===== src/rtl/sref_align_pkg.sv =====
package sref_align_pkg;

    typedef enum logic [1:0] {
        ERR_NONE      = 2'd0,
        ERR_NO_LOW    = 2'd1,
        ERR_NO_HIGH   = 2'd2,
        ERR_NO_MARGIN = 2'd3
    } err_e;

    typedef enum logic [1:0] {
        PH_FIND_LOW,
        PH_FIND_HIGH,
        PH_SCAN
    } phase_e;

    typedef enum logic {
        SQ_IDLE,
        SQ_RUN
    } seq_e;

    typedef enum logic [1:0] {
        TM_IDLE,
        TM_SETTLE,
        TM_WAIT
    } tmr_e;

    typedef enum logic [2:0] {
        ACT_NONE,
        ACT_SLIP,
        ACT_STEP,
        ACT_PASS,
        ACT_FAIL
    } act_e;

    typedef struct packed {
        logic valid;
        logic value;
    } sample_t;

endpackage


===== src/rtl/sref_settle_wait.sv =====
module sref_settle_wait
    import sref_align_pkg::*;
#(
    parameter int CNT_W = 16
) (
    input  logic             clk,
    input  logic             rst,
    input  logic             kick,
    input  logic [CNT_W-1:0] settle_cycles,
    input  logic             smp_valid,
    input  logic             smp_value,
    output sample_t          smp_out
);

    tmr_e             st;
    logic [CNT_W-1:0] cnt;

    always_ff @(posedge clk) begin
        if (rst) begin
            st      <= TM_IDLE;
            cnt     <= '0;
            smp_out <= '0;
        end else begin
            smp_out.valid <= 1'b0;
            unique case (st)
                TM_IDLE: begin
                    if (kick) begin
                        cnt <= settle_cycles;
                        st  <= TM_SETTLE;
                    end
                end
                TM_SETTLE: begin
                    if (cnt == '0) st <= TM_WAIT;
                    else           cnt <= cnt - 1'b1;
                end
                TM_WAIT: begin
                    // only a pulse seen after the wait counts as fresh
                    if (smp_valid) begin
                        smp_out.valid <= 1'b1;
                        smp_out.value <= smp_value;
                        st            <= TM_IDLE;
                    end
                end
                default: st <= TM_IDLE;
            endcase
        end
    end

endmodule


===== src/rtl/sref_seq_core.sv =====
module sref_seq_core
    import sref_align_pkg::*;
#(
    parameter int TAP_W     = 6,
    parameter int START_TAP = 53,
    parameter int MAX_SLIPS = 128,
    parameter int SLIP_W    = 9,
    parameter int PC_W      = 8
) (
    input  logic              clk,
    input  logic              rst,
    input  logic              start,
    input  sample_t           smp,
    output logic              kick,
    output logic              slip_req,
    output logic              busy,
    output logic [TAP_W-1:0]  tap,
    output logic              done,
    output err_e              code,
    output logic [SLIP_W-1:0] slip_count,
    output logic [TAP_W-1:0]  edge_tap
);

    localparam logic [TAP_W-1:0] TAP0   = TAP_W'(START_TAP);
    localparam logic [PC_W-1:0]  PC_MAX = PC_W'(MAX_SLIPS);

    seq_e              st;
    phase_e            ph;
    phase_e            nph;
    act_e              act;
    err_e              fcode;
    logic [PC_W-1:0]   pcnt;
    logic [SLIP_W-1:0] total;

    assign busy = (st == SQ_RUN);

    // decision taken on each fresh sample
    always_comb begin
        act   = ACT_NONE;
        fcode = ERR_NONE;
        nph   = ph;
        if (st == SQ_RUN && smp.valid) begin
            unique case (ph)
                PH_FIND_LOW: begin
                    if (!smp.value) begin
                        act = ACT_SLIP;
                        nph = PH_FIND_HIGH;
                    end else if (pcnt == PC_MAX) begin
                        act   = ACT_FAIL;
                        fcode = ERR_NO_LOW;
                    end else begin
                        act = ACT_SLIP;
                    end
                end
                PH_FIND_HIGH: begin
                    if (smp.value) begin
                        nph = PH_SCAN;
                        if (tap == '0) begin
                            act   = ACT_FAIL;
                            fcode = ERR_NO_MARGIN;
                        end else begin
                            act = ACT_STEP;
                        end
                    end else if (pcnt == PC_MAX) begin
                        act   = ACT_FAIL;
                        fcode = ERR_NO_HIGH;
                    end else begin
                        act = ACT_SLIP;
                    end
                end
                PH_SCAN: begin
                    if (!smp.value) begin
                        act = ACT_PASS;
                    end else if (tap == '0) begin
                        act   = ACT_FAIL;
                        fcode = ERR_NO_MARGIN;
                    end else begin
                        act = ACT_STEP;
                    end
                end
                default: act = ACT_NONE;
            endcase
        end
    end

    always_ff @(posedge clk) begin
        if (rst) begin
            st         <= SQ_IDLE;
            ph         <= PH_FIND_LOW;
            pcnt       <= '0;
            total      <= '0;
            tap        <= TAP0;
            kick       <= 1'b0;
            slip_req   <= 1'b0;
            done       <= 1'b0;
            code       <= ERR_NONE;
            slip_count <= '0;
            edge_tap   <= '0;
        end else begin
            kick     <= 1'b0;
            slip_req <= 1'b0;
            if (st == SQ_IDLE) begin
                if (start) begin
                    st    <= SQ_RUN;
                    done  <= 1'b0;
                    code  <= ERR_NONE;
                    ph    <= PH_FIND_LOW;
                    pcnt  <= '0;
                    total <= '0;
                    tap   <= TAP0;
                    kick  <= 1'b1;
                end
            end else begin
                unique case (act)
                    ACT_SLIP: begin
                        slip_req <= 1'b1;
                        kick     <= 1'b1;
                        total    <= total + 1'b1;
                        pcnt     <= (nph != ph) ? PC_W'(1) : pcnt + 1'b1;
                        ph       <= nph;
                    end
                    ACT_STEP: begin
                        tap  <= tap - 1'b1;
                        kick <= 1'b1;
                        ph   <= nph;
                    end
                    ACT_PASS: begin
                        st         <= SQ_IDLE;
                        done       <= 1'b1;
                        code       <= ERR_NONE;
                        slip_count <= total;
                        edge_tap   <= tap;
                        tap        <= TAP0;
                    end
                    ACT_FAIL: begin
                        st         <= SQ_IDLE;
                        done       <= 1'b1;
                        code       <= fcode;
                        slip_count <= total;
                        edge_tap   <= '0;
                        tap        <= TAP0;
                    end
                    default: ;
                endcase
            end
        end
    end

endmodule


===== src/rtl/sref_align_seq.sv =====
module sref_align_seq
    import sref_align_pkg::*;
#(
    parameter int TAP_W     = 6,
    parameter int START_TAP = 53,
    parameter int MAX_SLIPS = 128,
    parameter int SETTLE_W  = 16,
    localparam int SLIP_W   = $clog2(2 * MAX_SLIPS + 1)
) (
    input  logic                clk,
    input  logic                rst,
    input  logic                start,
    input  logic [SETTLE_W-1:0] settle_cycles,
    input  logic                smp_valid,
    input  logic                smp_value,
    output logic                slip_req,
    output logic [TAP_W-1:0]    tap_out,
    output logic                busy,
    output logic                done,
    output logic                err,
    output logic [1:0]          err_code,
    output logic [SLIP_W-1:0]   slip_count,
    output logic [TAP_W-1:0]    edge_tap
);

    localparam int PC_W = $clog2(MAX_SLIPS + 1);

    logic    kick;
    sample_t smp;
    err_e    code;

    sref_settle_wait #(
        .CNT_W (SETTLE_W)
    ) u_wait (
        .clk           (clk),
        .rst           (rst),
        .kick          (kick),
        .settle_cycles (settle_cycles),
        .smp_valid     (smp_valid),
        .smp_value     (smp_value),
        .smp_out       (smp)
    );

    sref_seq_core #(
        .TAP_W     (TAP_W),
        .START_TAP (START_TAP),
        .MAX_SLIPS (MAX_SLIPS),
        .SLIP_W    (SLIP_W),
        .PC_W      (PC_W)
    ) u_core (
        .clk        (clk),
        .rst        (rst),
        .start      (start),
        .smp        (smp),
        .kick       (kick),
        .slip_req   (slip_req),
        .busy       (busy),
        .tap        (tap_out),
        .done       (done),
        .code       (code),
        .slip_count (slip_count),
        .edge_tap   (edge_tap)
    );

    assign err_code = code;
    assign err      = (code != ERR_NONE);

endmodule


===== config.mk =====
export PLATFORM = sky130hd
export DESIGN_NAME = sref_align_seq
export DESIGN_NICKNAME = d
export VERILOG_FILES = /design/src/rtl/sref_align_pkg.sv /design/src/rtl/sref_settle_wait.sv /design/src/rtl/sref_seq_core.sv /design/src/rtl/sref_align_seq.sv
export SDC_FILE = /design/constraint.sdc
export NUM_CORES = 1
export LEC_CHECK = 0
export ABC_AREA = 0
export ABC_CLOCK_PERIOD_IN_PS = 2400
export CAP_MARGIN = 10
export CORE_MARGIN = 1
export CORE_UTILIZATION = 35
export DETAILED_ROUTE_END_ITERATION = 16
export SLEW_MARGIN = 30
export SYNTH_ARGS = -nofsm -noshare
export SYNTH_HDL_FRONTEND = slang
export SYNTH_SLANG_ARGS = --single-unit
export TNS_END_PERCENT = 30

===== constraint.sdc =====
create_clock -name clk -period 2.4 [get_ports clk]
set_input_delay 0.48 -clock clk [delete_from_list [all_inputs] [get_ports clk]]
set_output_delay 0.48 -clock clk [all_outputs]
set_load 0.05 [all_outputs]

==> flow_metrics.tcl <==
set metrics [dict create \
    outcome "complete, no violations" \
    synth_top_area_frac 0.389 \
    core_area_um2 9330 \
    port_buffers 47 \
    drive_gt1_frac 0.118 \
    ant_nets 0 \
    syn-cell-area_um2 3400 \
    fp.dieW_um 101 \
    syn_inst 422 \
    p_leak_nw 1.57 \
    required_ns 2.64 \
    wire_per_inst_um 13.4 \
    slew_headroom 0.514 \
    ys_async_sr_fraction 0 \
    synth_flop_cell "dfxtp_1" \
    cts_hold_buf 0 \
    met2_usage 0.265 \
    grt_pass1_vias 2883 \
    slowest_stage "a311oi_2" \
    seqCellArea_um2 1320 \
    multi_input_area_um2 1960 \
    critPathMaxFanout 9 \
    cts-root-buf "clkbuf_8" \
    cts_resized 0 \
    maxCapViolCount 0 \
    cts_setup_buffers 0 \
    avgSynthCellArea_um2 8.06 \
    clk_latency_ns 0.34 \
    grt_busiest_layer "met2" \
    area_growth_pct 27.9 \
    setup_viol_count_final 0 \
    grt_pass1_wl_um 13900 \
    gp_congestion 0.860 \
    drc 0 \
    antenna_found_initial 0 \
    cts_tree "done" \
    crit_chain "inv_1 -> ha_1 -> or4b_4 -> nor4_4 -> a311oi_2 -> o21ai_0 -> a221oi_1" \
    clk_path_buf_depth 2 \
    dpl_cell_area_um2 4160 \
    grt_max_degree 37 \
    crit_buf_inv 1 \
    cts_max_level 3 \
    arrival_ns 2.49 \
    path_class "flop to flop" \
    yosysTopAreaCell "dfxtp_1" \
    ios 48 \
    die_area_um2 10100 \
    regToRegSetupSlack_ns 0.14 \
    vias 3235 \
    hold_class "flop to flop" \
    n_fill_cell 913 \
    tightestPinTransition_ns 0.727 \
    first_pass_iters 4 \
    nets 513 \
    critPathTopFamily "compound AO/OA/AOI/OAI gates" \
    die_h_um 101 \
    netlist-cell-type-count 63 \
    synth-seq-area-share 0.389 \
    grt_use_met3 0.0305 \
    clkTransAtPathRegs_ns 0.07 \
    cts_made_buffers 9 \
    initial_core_util 0.365 \
    period_share 0.940 \
    end_kind "flop" \
    met1_usage 0.240 \
    vdd_drop_max_mv 0.228 \
    max_freq_mhz 443 \
    finalMaxSlewViolations 0 \
    cellPowerDensity_nw_per_um2 563 \
    synth_area_leaders "dfxtp_1 (39%), nand2_1 (7.2%), mux2i_1 (5.0%)" \
    clock_sinks 66 \
    synth_fp_nets 449 \
    grt_use_total 0.173 \
    fin_skew_ns 0.0114 \
    hpwl_um 5840 \
    worst_path_largest_cell_delay_ns 0.64 \
    viasPerCell 5.23 \
    drt-initial-drc-count 193 \
    hold_viol 0 \
    grt-ovfl-total 0 \
    whs_ns 0.459 \
    wl_um 8280 \
    setup_ws_ns 0.145 \
    fin_area_um2 4350 \
    finalSetupTns_ns 0 \
    ys_ff_latch 66 \
    yosys_warnings 0 \
    start_kind "flop" \
    std_cell_rows 35 \
    fin_crit_ns 2.26 \
    antennaDiodeCount 0 \
    synth_edf_count 0 \
    preCtsSetupSlack_ns 0.153 \
    rsz0062_at_grt "false" \
]
## kinds of logic (layout without fill, tap and decap cells)
logic type,Yosys count,count (layout),synth area share
AND/OR/NAND/NOR,174,174,0.258
AO/OA/AOI/OAI,122,122,0.231
flip-flops,66,66,0.389
buffers and inverters,32,100,0.0372
multiplexers,17,17,0.0500
adder cells (fa/ha/maj),6,6,0.0221
XOR/XNOR,5,5,0.0129
## flip-flops by register name, summed over array words and instances (netlist names)
signal and flops:
u_core.slip_count 9, u_core.pcnt 8, u_core.edge_tap 6, u_core.busy 1, u_wait.smp_out 2, u_core.done 1
u_core.tap 6, u_core.slip_req 1, u_core.code 2, u_core.ph 2, u_wait.cnt 16, u_core.kick 1
u_wait.st 2, u_core.total 9
## layer usage
metal / vias up / part of all wire
met1: 1508 / 0.50
met2: 66 / 0.45
met5: - / 0
met3: 7 / 0.044
li1: 1654 / -
met4: 0 / 0.011
## worst reg2reg max path: stages, from the launching register on
cell and delay (ns):
dfxtp_1 0.39, inv_1 0.09, ha_1 0.21, or4b_4 0.24, nor4_4 0.05, a311oi_2 0.64
o21ai_0 0.19, a221oi_1 0.35
## cells in the final DEF, fill, tap and decap left out, types with 3 or more instances in the layout
master	n
a21o_1	4
a21oi_1	30
a22o_1	4
a31oi_1	8
and2_1	4
and3_1	3
buf_4	27
clkbuf_8	11
clkdlybuf4s50_1	47
clkinv_2	3
dfxtp_1	66
ha_1	6
inv_1	10
mux2i_1	17
nand2_1	65
nand2b_1	7
nand3_1	12
nand4b_1	3
nor2_1	38
nor2b_1	4
nor3_1	8
nor4_1	3
o211ai_1	3
o21a_1	5
o21ai_0	27
o21ai_1	8
o31ai_1	7
or3_1	4
or4_1	6
xnor2_1	4
## power by group
part | switching, mW | total (mW) | internal [mW]
logic | 0.247 | 0.445 | 0.198
clock network | 0.417 | 0.838 | 0.421
registers | 0.0383 | 1.17 | 1.13
total | 0.702 | 2.45 | 1.75
## synth_stat cells, drive strengths merged (2+ instances only)
| library cell | count |
|---|---|
| or3 | 4 |
| nand4b | 3 |
| nand3b | 2 |
| o211ai | 3 |
| nand3 | 12 |
| or2 | 2 |
| mux2i | 17 |
| a22o | 4 |
| and3 | 3 |
| and2 | 5 |
| nor3 | 10 |
| dfxtp | 66 |
| a21oi | 31 |
| a21o | 4 |
| buf | 4 |
| o21ai | 35 |
| o21bai | 2 |
| a211oi | 3 |
| a31oi | 8 |
| nand2 | 65 |
| a22oi | 2 |
| nor2b | 4 |
| ha | 6 |
| a311oi | 2 |
| a32o | 2 |
| nand4 | 2 |
| inv | 10 |
| o22ai | 2 |
| xnor2 | 4 |
| nand2b | 7 |
| o31ai | 8 |
| or4 | 7 |
| clkbuf | 18 |
| nor2 | 38 |
| o21a | 5 |
| nor4 | 5 |
## final timing paths
check             cells past startpoint                               from                           endpoint
hold / removal                        2  u_core.slip_count[2]$_SDFFE_PP0P_  u_core.slip_count[2]$_SDFFE_PP0P_
setup reg to reg                      7         u_wait.cnt[0]$_SDFFE_PP0P_         u_wait.cnt[0]$_SDFFE_PP0P_
setup / recovery                      7         u_wait.cnt[0]$_SDFFE_PP0P_         u_wait.cnt[0]$_SDFFE_PP0P_
hold reg to reg                       2  u_core.slip_count[2]$_SDFFE_PP0P_  u_core.slip_count[2]$_SDFFE_PP0P_
## layout make-up
cell class                      count  area share
Clock buffer                       12      0.0357
Clock inverter                      3     0.00345
Inverter                           10     0.00863
Multi-Input combinational cell    324       0.452
Sequential cell                    66       0.304
Tap cell                          129      0.0371
Timing Repair Buffer               75       0.159
## stage by stage
step	total power, mW	utilization	cells
6_report	2.45	0.466	619
4_1_cts	2.47	0.464	618
2_1_floorplan	1.46	-	422
3_5_place_dp	1.62	0.446	603
5_1_grt	2.58	0.466	619
3_3_place_gp	1.62	0.446	603
Power figures use the tool's default switching activity.
